===== config.mk =====
export PLATFORM = sky130hd
export DESIGN_NAME = drail_codec
export DESIGN_NICKNAME = d
export VERILOG_FILES = /design/src/rtl/drail_pkg.sv /design/src/rtl/drail_ctree.sv /design/src/rtl/drail_datapath.sv /design/src/rtl/drail_ctrl.sv /design/src/rtl/drail_codec.sv
export SDC_FILE = /design/constraint.sdc
export NUM_CORES = 1
export LEC_CHECK = 0
export BUFFER_PORTS_ARGS = -buffer_cell sky130_fd_sc_hd__buf_4
export CAP_MARGIN = 5
export CORE_UTILIZATION = 36
export DETAILED_ROUTE_END_ITERATION = 10
export PLACE_DENSITY = 0.78
export REMOVE_ABC_BUFFERS = 1
export SYNTH_ARGS = -nofsm -noshare
export SYNTH_HDL_FRONTEND = slang
export SYNTH_SLANG_ARGS = --single-unit

===== constraint.sdc =====
create_clock -name clk -period 2.2 [get_ports clk]
set_input_delay 0.33 -clock clk [delete_from_list [all_inputs] [get_ports clk]]
set_output_delay 0.33 -clock clk [all_outputs]
set_load 0.02 [all_outputs]

===== src/rtl/drail_pkg.sv =====
package drail_pkg;

  // strobes from the completion control to the datapath
  typedef struct packed {
    logic captureData;
    logic setDone;
    logic clearDone;
    logic flagError;
  } ctrlStrobe_t;

endpackage


===== src/rtl/drail_ctree.sv =====
// Balanced reduction of per-bit presence into "all present" and "all spacer".
module drail_ctree #(
  parameter int WIDTH = 8
) (
  input  logic [WIDTH-1:0] bitValid,
  output logic             allValid,
  output logic             allSpacer
);
  localparam int LEVELS = (WIDTH > 1) ? $clog2(WIDTH) : 1;
  localparam int LEAVES = 1 << LEVELS;

  for (genvar l = 0; l <= LEVELS; l++) begin : lvl
    localparam int NODES = LEAVES >> l;
    logic [NODES-1:0] fullV;
    logic [NODES-1:0] emptyV;
    if (l == 0) begin : leaf
      for (genvar i = 0; i < NODES; i++) begin : pad
        if (i < WIDTH) begin : real_bit
          assign fullV[i]  = bitValid[i];
          assign emptyV[i] = ~bitValid[i];
        end else begin : fill_bit
          assign fullV[i]  = 1'b1;
          assign emptyV[i] = 1'b1;
        end
      end
    end else begin : node
      for (genvar i = 0; i < NODES; i++) begin : join2
        assign fullV[i]  = lvl[l-1].fullV[2*i]  & lvl[l-1].fullV[2*i+1];
        assign emptyV[i] = lvl[l-1].emptyV[2*i] & lvl[l-1].emptyV[2*i+1];
      end
    end
  end

  assign allValid  = lvl[LEVELS].fullV[0];
  assign allSpacer = lvl[LEVELS].emptyV[0];

endmodule


===== src/rtl/drail_datapath.sv =====
module drail_datapath
  import drail_pkg::*;
#(
  parameter int WIDTH = 8
) (
  input  logic             clk,
  input  logic             rstN,
  input  logic             txValid,
  input  logic [WIDTH-1:0] txData,
  output logic [WIDTH-1:0] txOneRail,
  output logic [WIDTH-1:0] txZeroRail,
  input  logic [WIDTH-1:0] rxOneRail,
  input  logic [WIDTH-1:0] rxZeroRail,
  input  ctrlStrobe_t      strobe,
  output logic [WIDTH-1:0] rxData,
  output logic             allValid,
  output logic             allSpacer,
  output logic             anyIllegal
);
  logic [WIDTH-1:0] bitValid;
  logic [WIDTH-1:0] bitIllegal;

  // encoder: spacer whenever no word is offered
  always_ff @(posedge clk or negedge rstN) begin
    if (!rstN) begin
      txOneRail  <= '0;
      txZeroRail <= '0;
    end else if (txValid) begin
      txOneRail  <= txData;
      txZeroRail <= ~txData;
    end else begin
      txOneRail  <= '0;
      txZeroRail <= '0;
    end
  end

  for (genvar i = 0; i < WIDTH; i++) begin : bitChk
    assign bitValid[i]   = rxOneRail[i] | rxZeroRail[i];
    assign bitIllegal[i] = rxOneRail[i] & rxZeroRail[i];
  end

  assign anyIllegal = |bitIllegal;

  drail_ctree #(.WIDTH(WIDTH)) uTree (
    .bitValid  (bitValid),
    .allValid  (allValid),
    .allSpacer (allSpacer)
  );

  // decoder register: loads only on the completion rise
  always_ff @(posedge clk or negedge rstN) begin
    if (!rstN) begin
      rxData <= '0;
    end else if (strobe.captureData) begin
      rxData <= rxOneRail;
    end
  end

endmodule


===== src/rtl/drail_ctrl.sv =====
module drail_ctrl
  import drail_pkg::*;
(
  input  logic        clk,
  input  logic        rstN,
  input  logic        allValid,
  input  logic        allSpacer,
  input  logic        anyIllegal,
  output ctrlStrobe_t strobe,
  output logic        doneQ,
  output logic        errQ
);
  always_comb begin
    strobe.setDone     = allValid & ~doneQ;
    strobe.clearDone   = allSpacer & doneQ;
    strobe.captureData = strobe.setDone;
    strobe.flagError   = anyIllegal;
  end

  // C-element state: set on all-present, clear on all-spacer, else hold
  always_ff @(posedge clk or negedge rstN) begin
    if (!rstN) begin
      doneQ <= 1'b0;
    end else if (strobe.setDone) begin
      doneQ <= 1'b1;
    end else if (strobe.clearDone) begin
      doneQ <= 1'b0;
    end
  end

  always_ff @(posedge clk or negedge rstN) begin
    if (!rstN) begin
      errQ <= 1'b0;
    end else if (strobe.flagError) begin
      errQ <= 1'b1;
    end
  end

endmodule


===== src/rtl/drail_codec.sv =====
module drail_codec
  import drail_pkg::*;
#(
  parameter int WIDTH = 8
) (
  input  logic             clk,
  input  logic             rstN,
  input  logic             txValid,
  input  logic [WIDTH-1:0] txData,
  output logic [WIDTH-1:0] txOneRail,
  output logic [WIDTH-1:0] txZeroRail,
  input  logic [WIDTH-1:0] rxOneRail,
  input  logic [WIDTH-1:0] rxZeroRail,
  output logic             rxDone,
  output logic [WIDTH-1:0] rxData,
  output logic             codeError
);
  ctrlStrobe_t strobe;
  logic        allValid;
  logic        allSpacer;
  logic        anyIllegal;

  drail_datapath #(.WIDTH(WIDTH)) uPath (
    .clk        (clk),
    .rstN       (rstN),
    .txValid    (txValid),
    .txData     (txData),
    .txOneRail  (txOneRail),
    .txZeroRail (txZeroRail),
    .rxOneRail  (rxOneRail),
    .rxZeroRail (rxZeroRail),
    .strobe     (strobe),
    .rxData     (rxData),
    .allValid   (allValid),
    .allSpacer  (allSpacer),
    .anyIllegal (anyIllegal)
  );

  drail_ctrl uCtrl (
    .clk        (clk),
    .rstN       (rstN),
    .allValid   (allValid),
    .allSpacer  (allSpacer),
    .anyIllegal (anyIllegal),
    .strobe     (strobe),
    .doneQ      (rxDone),
    .errQ       (codeError)
  );

endmodule


### Word level (Yosys, flattened, before mapping)

Index checks and enable logic that the tools add are counted.

* register bits: 26
* bits in latches: 0
* bits in writable memories: 0
* bits in read-only memories: 0
* input bits: 27
* word-level logic and storage cells: 53
* memories: 0

* add/sub/neg operators: 0
* multipliers: 0
* divide/modulo/power cells: 0
* order comparisons: 0
* equality and inequality tests: 0
* shift-type cells: 0
* multiplexer cells: 4
* bitwise logic cells: 42
* reduce and logical (&&, ||, !) cells: 2

Operators with widths (count)
* $and A1 B1 Y1: 24
* $mux W8: 2
* $not A1 Y1: 9
* $not A8 Y8: 1
* $or A1 B1 Y1: 8
* $reduce_or A8 Y1: 1
* $mux W1: 2
* $reduce_bool A2 Y1: 1

### Longest topological paths before layout

Gate-level depths: netlist of run 1.

* depth after elaboration: 8
* gate-level depth with buffers: 4
* gate-level depth less buffers: 4

### Hierarchy

Synthesis of run 1 repeated with hierarchy kept, for this count alone.

* cells, all modules: 78
* area, all modules: 1058.5 um2

Modules (own cells, without submodules)
* drail_datapath: times used 1, cells an instance 63, area an instance 925.9 um2
* drail_ctrl: times used 1, cells an instance 9, area an instance 97.6 um2
* drail_ctree: times used 1, cells an instance 6, area an instance 35.0 um2

### Least setup slack after synthesis of run 1

No wires, ideal clock.

* path type: input port to flip-flop
* from: input port rxZeroRail[2]
* to: register uPath.rxData[0]
* setup time: 0.125 ns
* arrival: 1.163 ns
* setup slack: 0.912 ns
* cell stages on the path: 4
* path buffers: 0
* path through: nor2_1 -> nor4_2 -> nand3_2 -> mux2_2

* cells in the longest elaborated chain, start to end: 5

Ends and longest elaborated chain
* start: declaration: line drail_codec.sv:13 `input logic [WIDTH-1:0] rxZeroRail,`
* $or A1 B1 Y1: line drail_datapath.sv:38 `assign bitValid[i] = rxOneRail[i] | rxZeroRail[i];`
* $and A1 B1 Y1 (3 in series): line drail_ctree.sv:28 `assign fullV[i] = lvl[l-1].fullV[2*i] & lvl[l-1].fullV[2*i+1];`
* $and A1 B1 Y1: line drail_ctrl.sv:14 `strobe.setDone = allValid & ~doneQ;`
* end signal: assignment: line drail_datapath.sv:55 `rxData <= rxOneRail;`
* end: declaration: line drail_datapath.sv:15 `output logic [WIDTH-1:0] rxData,`

No other way between the ends.
A chain may end at the register's enable or synchronous reset.

### Final worst setup path of run 1

* from: register uPath.rxData[5]
* to: output port rxData[5]

RTL lines
* end: declaration: line drail_codec.sv:15 `output logic [WIDTH-1:0] rxData,`

No word-level cell between the ends.

==> run metrics, run 1 <==
status=finished, final reports clean; final WL=1.867 mm; critical path launch point type=flop; Min Clock Period, post-route=1.195 ns; Hold WC Path Type=in -> reg; CP Capture Type=primary output; DRC Markers=0; post-route antenna net violation count=0; slowest cell delay on critical path=0.41 ns; Net Sw Power=between 0.3 and 0.4 mW; Flop pwr share=0.502; worst path required time=roughly 1.9 ns; final hold violations=0; Num CTS Buffers=3; most frequent cells in the layout=buf_4 (52), dfrtp_1 (26), nor2_1 (9); critical path fanouts, max=2; Pleak=0.7055 nW; hold path start=txData[1]; first-pass GRT wire length=~2.8 mm; DR iter-0 viols=14; die width=between 50 and 60 µm; Final Total Pwr=approximately 1.2 mW; CTS tree=yes; Int Pwr=roughly 0.85 mW; Post-CTS Setup Repair Bufs=0; initial antenna violation count=0; DIE AREA=just under 3000 µm²; Post-Syn Area per Cell=13.40 µm²; clk_skew=between 0.003 and 0.004 ns; switching part of the total=0.3094; # IOs=53; Cell Pwr Density=a little under 900 nW/µm²; CP delay by family, top=flip-flops; combinational share of power=0.351; drt pass-1 iters=4; Antenna Cells=0; Slowest cell on crit path=dfrtp_1; Yosys cell types=17; unrepaired setup endpoints after global routing=no; Worst Setup SP=uPath.rxData[5]; final setup vio count=0; Initial Util=0.3859; max_slew headroom=0.7911; Rows=18; Clock Sink Count=26; commonest non-fill, non-tap cell in the layout=buf_4; Die H=~54 µm; largest net degree at the start of global routing=27; clock share of power=0.148; Max-Cap Viols=0; cell chain of the critical path=buf_4; Port Buf Inserts=52; H-tree depth=1; worst hold slack=about 0.16 ns; share of layout cells above drive strength 1=0.5118; fmax=approximately 840 MHz; via/cell ratio=roughly 4.8; clock buffer depth=2; synthesis-stage register bit count=26; RR Startpoint=uCtrl.doneQ; GRT Resource Usage Total=0.1347; P&R area growth vs syn=47.34%; design area=1421 µm²; Max Slew Vio Count=0; via count=~750; critical path class=reg -> out; Slew @ Worst Pin=0.3133 ns; grt total ovfl=0; Buf/Inv on CP=1; Synth Cell Area=around 960 µm²; CP arrival=slightly below 0.9 ns; Nets=between 150 and 200; Ys Warns=0; Placed Area=approximately 1400 µm²; vias in the first global route=711; post-synthesis sequential area ratio=0.6744; Clock Latency Late Sink=0.30 ns; DR WL/cell=approximately 12 µm; core area=2500 µm²; Max VDD drop=a little under 0.6 mV; clk root buf=clkbuf_4; GP Congestion=between 0.6 and 0.7; clock-pin slew on the worst setup and hold paths=~0.12 ns; final period utilization=0.5432; Setup TNS=0 ns; Syn Inst Count=72
==> cell usage after synthesis <==
cell | number | area share
dfrtp_1 | 26 | 0.67
nor2_1 | 9 | 0.035
and2_1 | 8 | 0.052
mux2_2 | 8 | 0.093
nor2b_1 | 8 | 0.052
nand4_1 | 2 | 0.013
a21oi_1 | 1 | 0.0052
a221oi_1 | 1 | 0.0091
a222oi_1 | 1 | 0.010
a22o_1 | 1 | 0.0091
clkbuf_1 | 1 | 0.0039
nand2_1 | 1 | 0.0039
nand3_1 | 1 | 0.0052
nand3_2 | 1 | 0.010
nor3_1 | 1 | 0.0052
nor4_2 | 1 | 0.013
o21ai_0 | 1 | 0.0052
==> area by class of cell <==
class	count	area, µm²
clock buffers	3	22.52
fillers	221	1079
well taps	30	37.54
repair buffers	53	400.4
flip-flops and latches	26	650.6
multi-input cells	45	310.3
==> power groups by stage <==
stage / sequential [mW] / combinational, mW / clock (mW)
2_1_floorplan: 0.743 / 0.0970 / 0
3_3_place_gp: 0.628 / 0.430 / 0
3_5_place_dp: 0.629 / 0.436 / 0
4_1_cts: 0.619 / 0.438 / 0.196
5_1_grt: 0.629 / 0.468 / 0.213
6_report: 0.620 / 0.433 / 0.183
==> flip-flops by register name, indices dropped and copies added (netlist names) <==
| register | flops |
|---|---|
| uPath.txZeroRail | 8 |
| uPath.rxData | 8 |
| uCtrl.errQ | 1 |
| uPath.txOneRail | 8 |
| uCtrl.doneQ | 1 |
==> layer usage <==
metal	vias up	part of all wire	track usage
met5	-	0	0
met4	0	0	0.03947
met3	0	0.13	0.04802
met2	51	0.45	0.2490
met1	343	0.41	0.1408
li1	359	-	-
==> cells by family after synthesis <==
family / Yosys count / share of synthesized area
AOI/OAI and AO/OA: 5 / 0.03890
buffers and inverters: 1 / 0.003887
DFF: 26 / 0.6744
muxes: 8 / 0.09339
and+or+nand+nor: 32 / 0.1893
==> metrics by stage <==
stage | utilization | std cells | worst slack, ns
after floorplan | - | 71 | 0.9122
after global placement | 0.5556 | 153 | 0.7396
after detailed placement | 0.5556 | 153 | 0.7157
after CTS | 0.5686 | 157 | 0.9892
after global routing | 0.5686 | 157 | 0.9298
final | 0.5686 | 157 | 1.005
==> repair_timing <==
action | CTS | global route
gates resized for setup | 0 | 0
hold endpoints to repair | 26 | 0
hold buffers | 1 | 0
endpoints found under the setup margin | 0 | 0
==> path summary, 6_finish.rpt <==
check / to / slack [ns] / cells after the start
worst max-delay path: rxData[5] / 1.00 / 1
worst min-delay path: uPath.txZeroRail[1] / 0.16 / 2
worst max register to register: uPath.rxData[7] / 1.02 / 3
worst min register to register: uCtrl.errQ / 0.50 / 2
max in group asynchronous: uPath.txOneRail[7] / 1.50 / 2
min in group asynchronous: uPath.rxData[4] / 0.46 / 2
Note: power is estimated with default switching activity, not from simulation.
==> inputs of run 2 (changes only) <==
Settings changed: PLACE_DENSITY 0.78 to 0.81.
Clock period 2.2 ns to 1 ns, I/O delays scaled along.
==> run metrics, run 2 (same netlist as run 1, synthesis figures left out) <==
P&R area growth vs syn=81.97%; drt pass-1 iters=5 (+1); pre-CTS setup slack=-0.3327 ns (-1.048 ns); Worst Setup SP=rxOneRail[4]; Flop pwr share=0.419 (-0.083); Post-Layout Cell Count=179 (+14%); Max Slew Vio Count=0 (unchanged); Rows=18 (unchanged); Setup TNS=-1.344 ns (-1.344 ns); clock buffer depth=2 (unchanged); commonest non-fill, non-tap cell in the layout=buf_4; worst path required time=1.21 ns (-0.66 ns); Num CTS Buffers=3 (unchanged); fmax=~860 MHz; Int Pwr=2.391 mW (+180%); critical path fanouts, max=5 (+3); Nets=177 (+13%); Clock Sink Count=26 (unchanged); Final HPWL DP=1.658 mm; critical path launch point type=input pin; critical path class=in -> reg; placed insts=162 (+5.9%); via/cell ratio=4.743 (-1.1%); first-pass GRT wire length=3.463 mm (+25%); failing checks=negative setup slack; die width=53.77 µm (unchanged); Min Clock Period, post-route=roughly 1.2 ns; clk_skew=0.006321 ns (+0.002779 ns); Setup WS post-layout=-0.1572 ns (-1.162 ns); Initial Util=0.3859 (unchanged); CP delay by family, top=simple AND/OR/NAND/NOR gates; Net Sw Power=0.9905 mW (+160%); DRC Markers=0 (unchanged); DIE AREA=2891 µm² (unchanged); FF-to-FF End=uPath.rxData[0]; Hold WC Path Type=in -> reg; switching part of the total=0.2929 (-0.01646); H-tree depth=1 (unchanged); clock-pin slew on the worst setup and hold paths=0.13 ns (about the same); share of layout cells above drive strength 1=0.5369 (+0.02510); slowest cell delay on critical path=0.58 ns (+0.17 ns); GP Congestion=0.6611 (+0.29%); hold worst-path end=uCtrl.errQ; largest net degree at the start of global routing=27 (unchanged); fillers=174 (-21%); sequential cell area=650.6 µm² (unchanged); GRT Resource Usage Total=0.1752 (+0.04047); met2 wire length=1.291 mm (+52%); post-route antenna net violation count=0 (unchanged); Slowest cell on crit path=nor3_1; grt total ovfl=0 (unchanged); unrepaired setup endpoints after global routing=yes; Max VDD drop=1.424 mV (+140%); final WL=2.462 mm (+32%); clk root buf=clkbuf_4; met1 WL=947 µm (+23%); initial antenna violation count=0 (unchanged); DR WL/cell=13.75 µm (+16%); CP Capture Type=flop; Antenna Cells=0 (unchanged); Cell Pwr Density=1926 nW/µm² (+120%); uppermost layer routed=met3; # IOs=53 (unchanged); core area=2500 µm² (unchanged); Max-Cap Viols=0 (unchanged); Buf/Inv on CP=1 (unchanged); CP arrival=1.37 ns (+0.50 ns); total length of routed met3 wires=222 µm (-11%); final setup vio count=19 (+19); RR Startpoint=uCtrl.doneQ; most frequent cells in the layout=buf_4 (37), buf_6 (27), dfrtp_1 (26); multi-input logic area=342.8 µm² (+10%); Port Buf Inserts=52 (unchanged); DR iter-0 viols=13 (-1); register-to-register setup slack=-0.14 ns (-1.16 ns); via count=849 (+13%); combinational share of power=0.374 (+0.023); R2R depth=3 (unchanged); Hold Crit Depth=3 (+1); status=finished, violations left; hold path start=rxZeroRail[0]; Die H=53.77 µm (unchanged); clock share of power=0.207 (+0.059); cell chain of the critical path=buf_4 > nor2_1 > nor3_1 > nand3_4 > mux2_2; max_slew headroom=0.5470 (-0.2441); final hold violations=0 (unchanged); final period utilization=1.157; largest registers=uPath.rxData: 8 flops, uPath.txOneRail: 8 flops, uPath.txZeroRail: 8 flops; Slew @ Worst Pin=0.6742 ns (+0.3610 ns); Clock Latency Late Sink=0.31 ns (about the same); CTS tree=yes; Pleak=0.8422 nW (+19%); vias in the first global route=855 (+20%)
## run 2: worst max path at each step
stage	end	slack (ns)	cells after the start
2_1_floorplan	uPath.rxData[0]	-0.18	3
3_3_place_gp	uPath.rxData[3]	-0.28	5
3_5_place_dp	uPath.rxData[2]	-0.33	5
4_1_cts	uPath.rxData[2]	-0.15	3
5_1_grt	rxDone	-0.19	2
6_report	uPath.rxData[0]	-0.16	5
## run 2: cell type report
class	instances	share of cell area
repair buffers	73	0.3828
flip-flops and latches	26	0.3706
multi-input cells	46	0.1953
well taps	30	0.02138
clock inverters	1	0.01711
clock buffers	3	0.01283
## run 2: worst register-to-register path: cells and delay by family (launching register included)
| family | cells | cell delay [ns] |
|---|---|---|
| DFF | 1 | 0.44 |
| muxes | 1 | 0.31 |
| and+or+nand+nor | 2 | 0.28 |
## run 2: what timing repair did
action / CTS / global route
resized for setup: 29 / 3
pin swaps: 1 / 0
setup endpoints to repair: 34 / 35
setup buffers: 1 / 2
cloned: 1 / 0
endpoints found under the hold margin: 34 / 0
hold buffers: 9 / 0
## run 2: routing by layer
layer / global-route usage / vias to the layer above
met5: 0 / -
met3: 0.05367 / 0
met1: 0.1724 / 400
met2: 0.3416 / 49
met4: 0.05263 / 0
li1: - / 400
## run 2: power by group through the flow
stage	Clock (mW)	Combinational, mW	Sequential, mW
5_1_grt	0.765	1.36	1.43
3_3_place_gp	0	0.989	1.37
2_1_floorplan	0	0.213	1.63
3_5_place_dp	0	1.01	1.38
4_1_cts	0.726	1.19	1.40
6_report	0.700	1.27	1.42
## run 2: per-stage QoR
| stage | hold slack, ns | instance area [µm²] | util | power (mW) |
|---|---|---|---|---|
| floorplan | -0.1456 | 960.9 | - | 1.848 |
| global placement | 0.06572 | 1456 | 0.5826 | 2.363 |
| detailed placement | 0.06947 | 1456 | 0.5826 | 2.396 |
| CTS | 0.04625 | 1720 | 0.6882 | 3.320 |
| global route | 0.04959 | 1755 | 0.7022 | 3.548 |
| finish | 0.06358 | 1755 | 0.7022 | 3.382 |
==> inputs of run 3 (changes only) <==
Settings changed: CORE_UTILIZATION 36 to 38, GPL_TIMING_DRIVEN set to 0, PLACE_DENSITY 0.81 to 0.84.
==> run metrics, run 3 (same netlist as run 1, synthesis figures left out) <==
post-route antenna net violation count=0 (unchanged); # IOs=53 (unchanged); fillers=137 (-21%); Flop pwr share=0.464 (+0.045); Antenna Cells=0 (unchanged); combinational share of power=0.404 (+0.030); CP Capture Point=uPath.rxData[1]; die width=52.39 µm (-2.6%); final period utilization=1.152 (-0.005481); fmax=868.3 MHz (+0.48%); clk root buf=clkbuf_4; DIE AREA=2744 µm² (-5.1%); Worst Setup SP=uCtrl.doneQ; critical path launch point type=flop; DRC Markers=0 (unchanged); Buf/Inv on CP=0 (-1); CP Capture Type=flop; clock share of power=0.132 (-0.075); cell chain of the critical path=nor2_4 > nand3_4 > mux2_4; first-pass GRT wire length=3.553 mm (+2.6%); FF-to-FF End=uPath.rxData[1]; hold path start=rxZeroRail[0]; initial antenna violation count=0 (unchanged); Hold WC Path Type=in -> reg; failing checks=negative setup slack; Slew @ Worst Pin=0.5003 ns (-0.1740 ns); Setup WS post-layout=-0.1517 ns (+0.005481 ns); unrepaired setup endpoints after global routing=yes; clk_skew=0.008284 ns (+0.001963 ns); Cell Pwr Density=1848 nW/µm² (-4.0%); utilization after layout=0.7157 (+0.01348); critical path class=reg -> reg; register-to-register setup slack=-0.15 ns (about the same); via/cell ratio=4.874 (+2.8%); CTS tree=yes; largest net degree at the start of global routing=27 (unchanged); core area=2297 µm² (-8.1%); Nets=168 (-5.1%); commonest non-fill, non-tap cell in the layout=buf_4; DR iter-0 viols=20 (+7); Max Slew Vio Count=0 (unchanged); Clock Sink Count=26 (unchanged); Min Clock Period, post-route=1.152 ns (-0.005481 ns); final setup vio count=11 (-8); share of layout cells above drive strength 1=0.5036 (-0.03332); max_slew headroom=0.6639 (+0.1169); most frequent cells in the layout=buf_4 (30), dfrtp_1 (26), buf_6 (25); Max-Cap Viols=0 (unchanged); critical path fanouts, max=5 (unchanged); GP Congestion=0.6995 (+5.8%); placed insts=151 (-6.8%); final hold violations=0 (unchanged); switching part of the total=0.3071 (+0.01422); Rows=17 (-1); Max VDD drop=1.384 mV (-2.8%); slowest cell delay on critical path=0.45 ns (-0.13 ns); worst hold slack=0.08484 ns (+0.02126 ns); DR WL/cell=13.68 µm (-0.52%); CP delay by family, top=flip-flops; R2R depth=3 (unchanged); Pleak=0.7873 nW (-6.5%); Num CTS Buffers=3 (unchanged); Initial Util=0.4199 (+0.03405); Net Sw Power=0.9334 mW (-5.8%); grt total ovfl=0 (unchanged); H-tree depth=1 (unchanged); final WL=2.285 mm (-7.2%); CP arrival=1.34 ns (-0.03 ns); RR Startpoint=uCtrl.doneQ; clock-pin slew on the worst setup and hold paths=0.13 ns (about the same); Die H=52.39 µm (-2.6%); drt pass-1 iters=4 (-1); vias in the first global route=838 (-2.0%); status=finished, violations left; Clock Latency Late Sink=0.30 ns (about the same); Post-Layout Cell Count=167 (-6.7%); Port Buf Inserts=52 (unchanged); GRT Resource Usage Total=0.1787 (+0.003561); clock buffer depth=2 (unchanged); via count=814 (-4.1%); Slowest cell on crit path=dfrtp_1; Int Pwr=2.106 mW (-12%); cell depth of the worst setup path=3 (-2); P&R area growth vs syn=70.43%; largest registers=uPath.rxData: 8 flops, uPath.txOneRail: 8 flops, uPath.txZeroRail: 8 flops; Final Total Pwr=3.039 mW (-10%); worst path required time=1.19 ns (-0.02 ns)
## run 3: cell types whose count changed in the layout (fill, tap and decap cells not counted)
cell       change
bufinv_16      -1
buf_4          -7
mux2_2         -1
nand3_2        +1
buf_6          -2
mux2_4         +1
nand3_4        -1
## run 3: timing repair
| item | 4_1_cts | 5_1_grt |
|---|---|---|
| hold buffers | 9 | 0 |
| pin swaps | 1 | 0 |
| hold endpoints to repair | 34 | 0 |
| gates resized for setup | 22 | 8 |
| gates cloned | 1 | 0 |
| setup endpoints to repair | 26 | 34 |
| setup buffers | 3 | 0 |
## run 3: layer usage
layer  share of wire  track usage  vias up
met1            0.41       0.1989      386
met3           0.080      0.03768        0
met2            0.51       0.3418       47
met5               0            0        -
li1                -            -      381
met4               0      0.03947        0
## run 3: area by class of cell
| type | count | area, µm² | share of cell area |
|---|---|---|---|
| timing repair buffer | 64 | 596.8 | 0.3630 |
| clock buffer | 3 | 22.52 | 0.01370 |
| tap | 28 | 35.03 | 0.02131 |
| multi-input combinational | 46 | 339.1 | 0.2062 |
| sequential | 26 | 650.6 | 0.3957 |
## run 3: how the worst min path moves through the flow
stage,to,slack [ns],cells after the start
2_1_floorplan,uCtrl.doneQ,-0.15,0
3_3_place_gp,uPath.rxData[3],0.06,1
3_5_place_dp,uPath.rxData[3],0.07,1
4_1_cts,uCtrl.errQ,0.07,3
5_1_grt,uCtrl.errQ,0.06,3
6_report,uCtrl.errQ,0.08,3
## run 3: per-stage QoR
stage	cell area, µm²	setup TNS (ns)	worst slack (ns)
finish	1644	-1.123	-0.1517
global route	1644	-2.273	-0.1759
detailed placement	1386	-2.450	-0.3048
floorplan	960.9	-1.443	-0.1804
global placement	1386	-2.324	-0.2887
CTS	1614	-1.119	-0.1351
## run 3: power groups by stage
stage          Clock, mW  Combinational [mW]  Sequential [mW]
6_report           0.403                1.23             1.41
5_1_grt            0.477                1.31             1.43
4_1_cts            0.426                1.22             1.40
3_5_place_dp           0               0.965             1.38
3_3_place_gp           0               0.948             1.36
2_1_floorplan          0               0.213             1.63
## run 3: worst min-delay path, stage by stage
cell and delay [ns]:
buf_4 0.09, a21oi_1 0.05, nand3_1 0.06
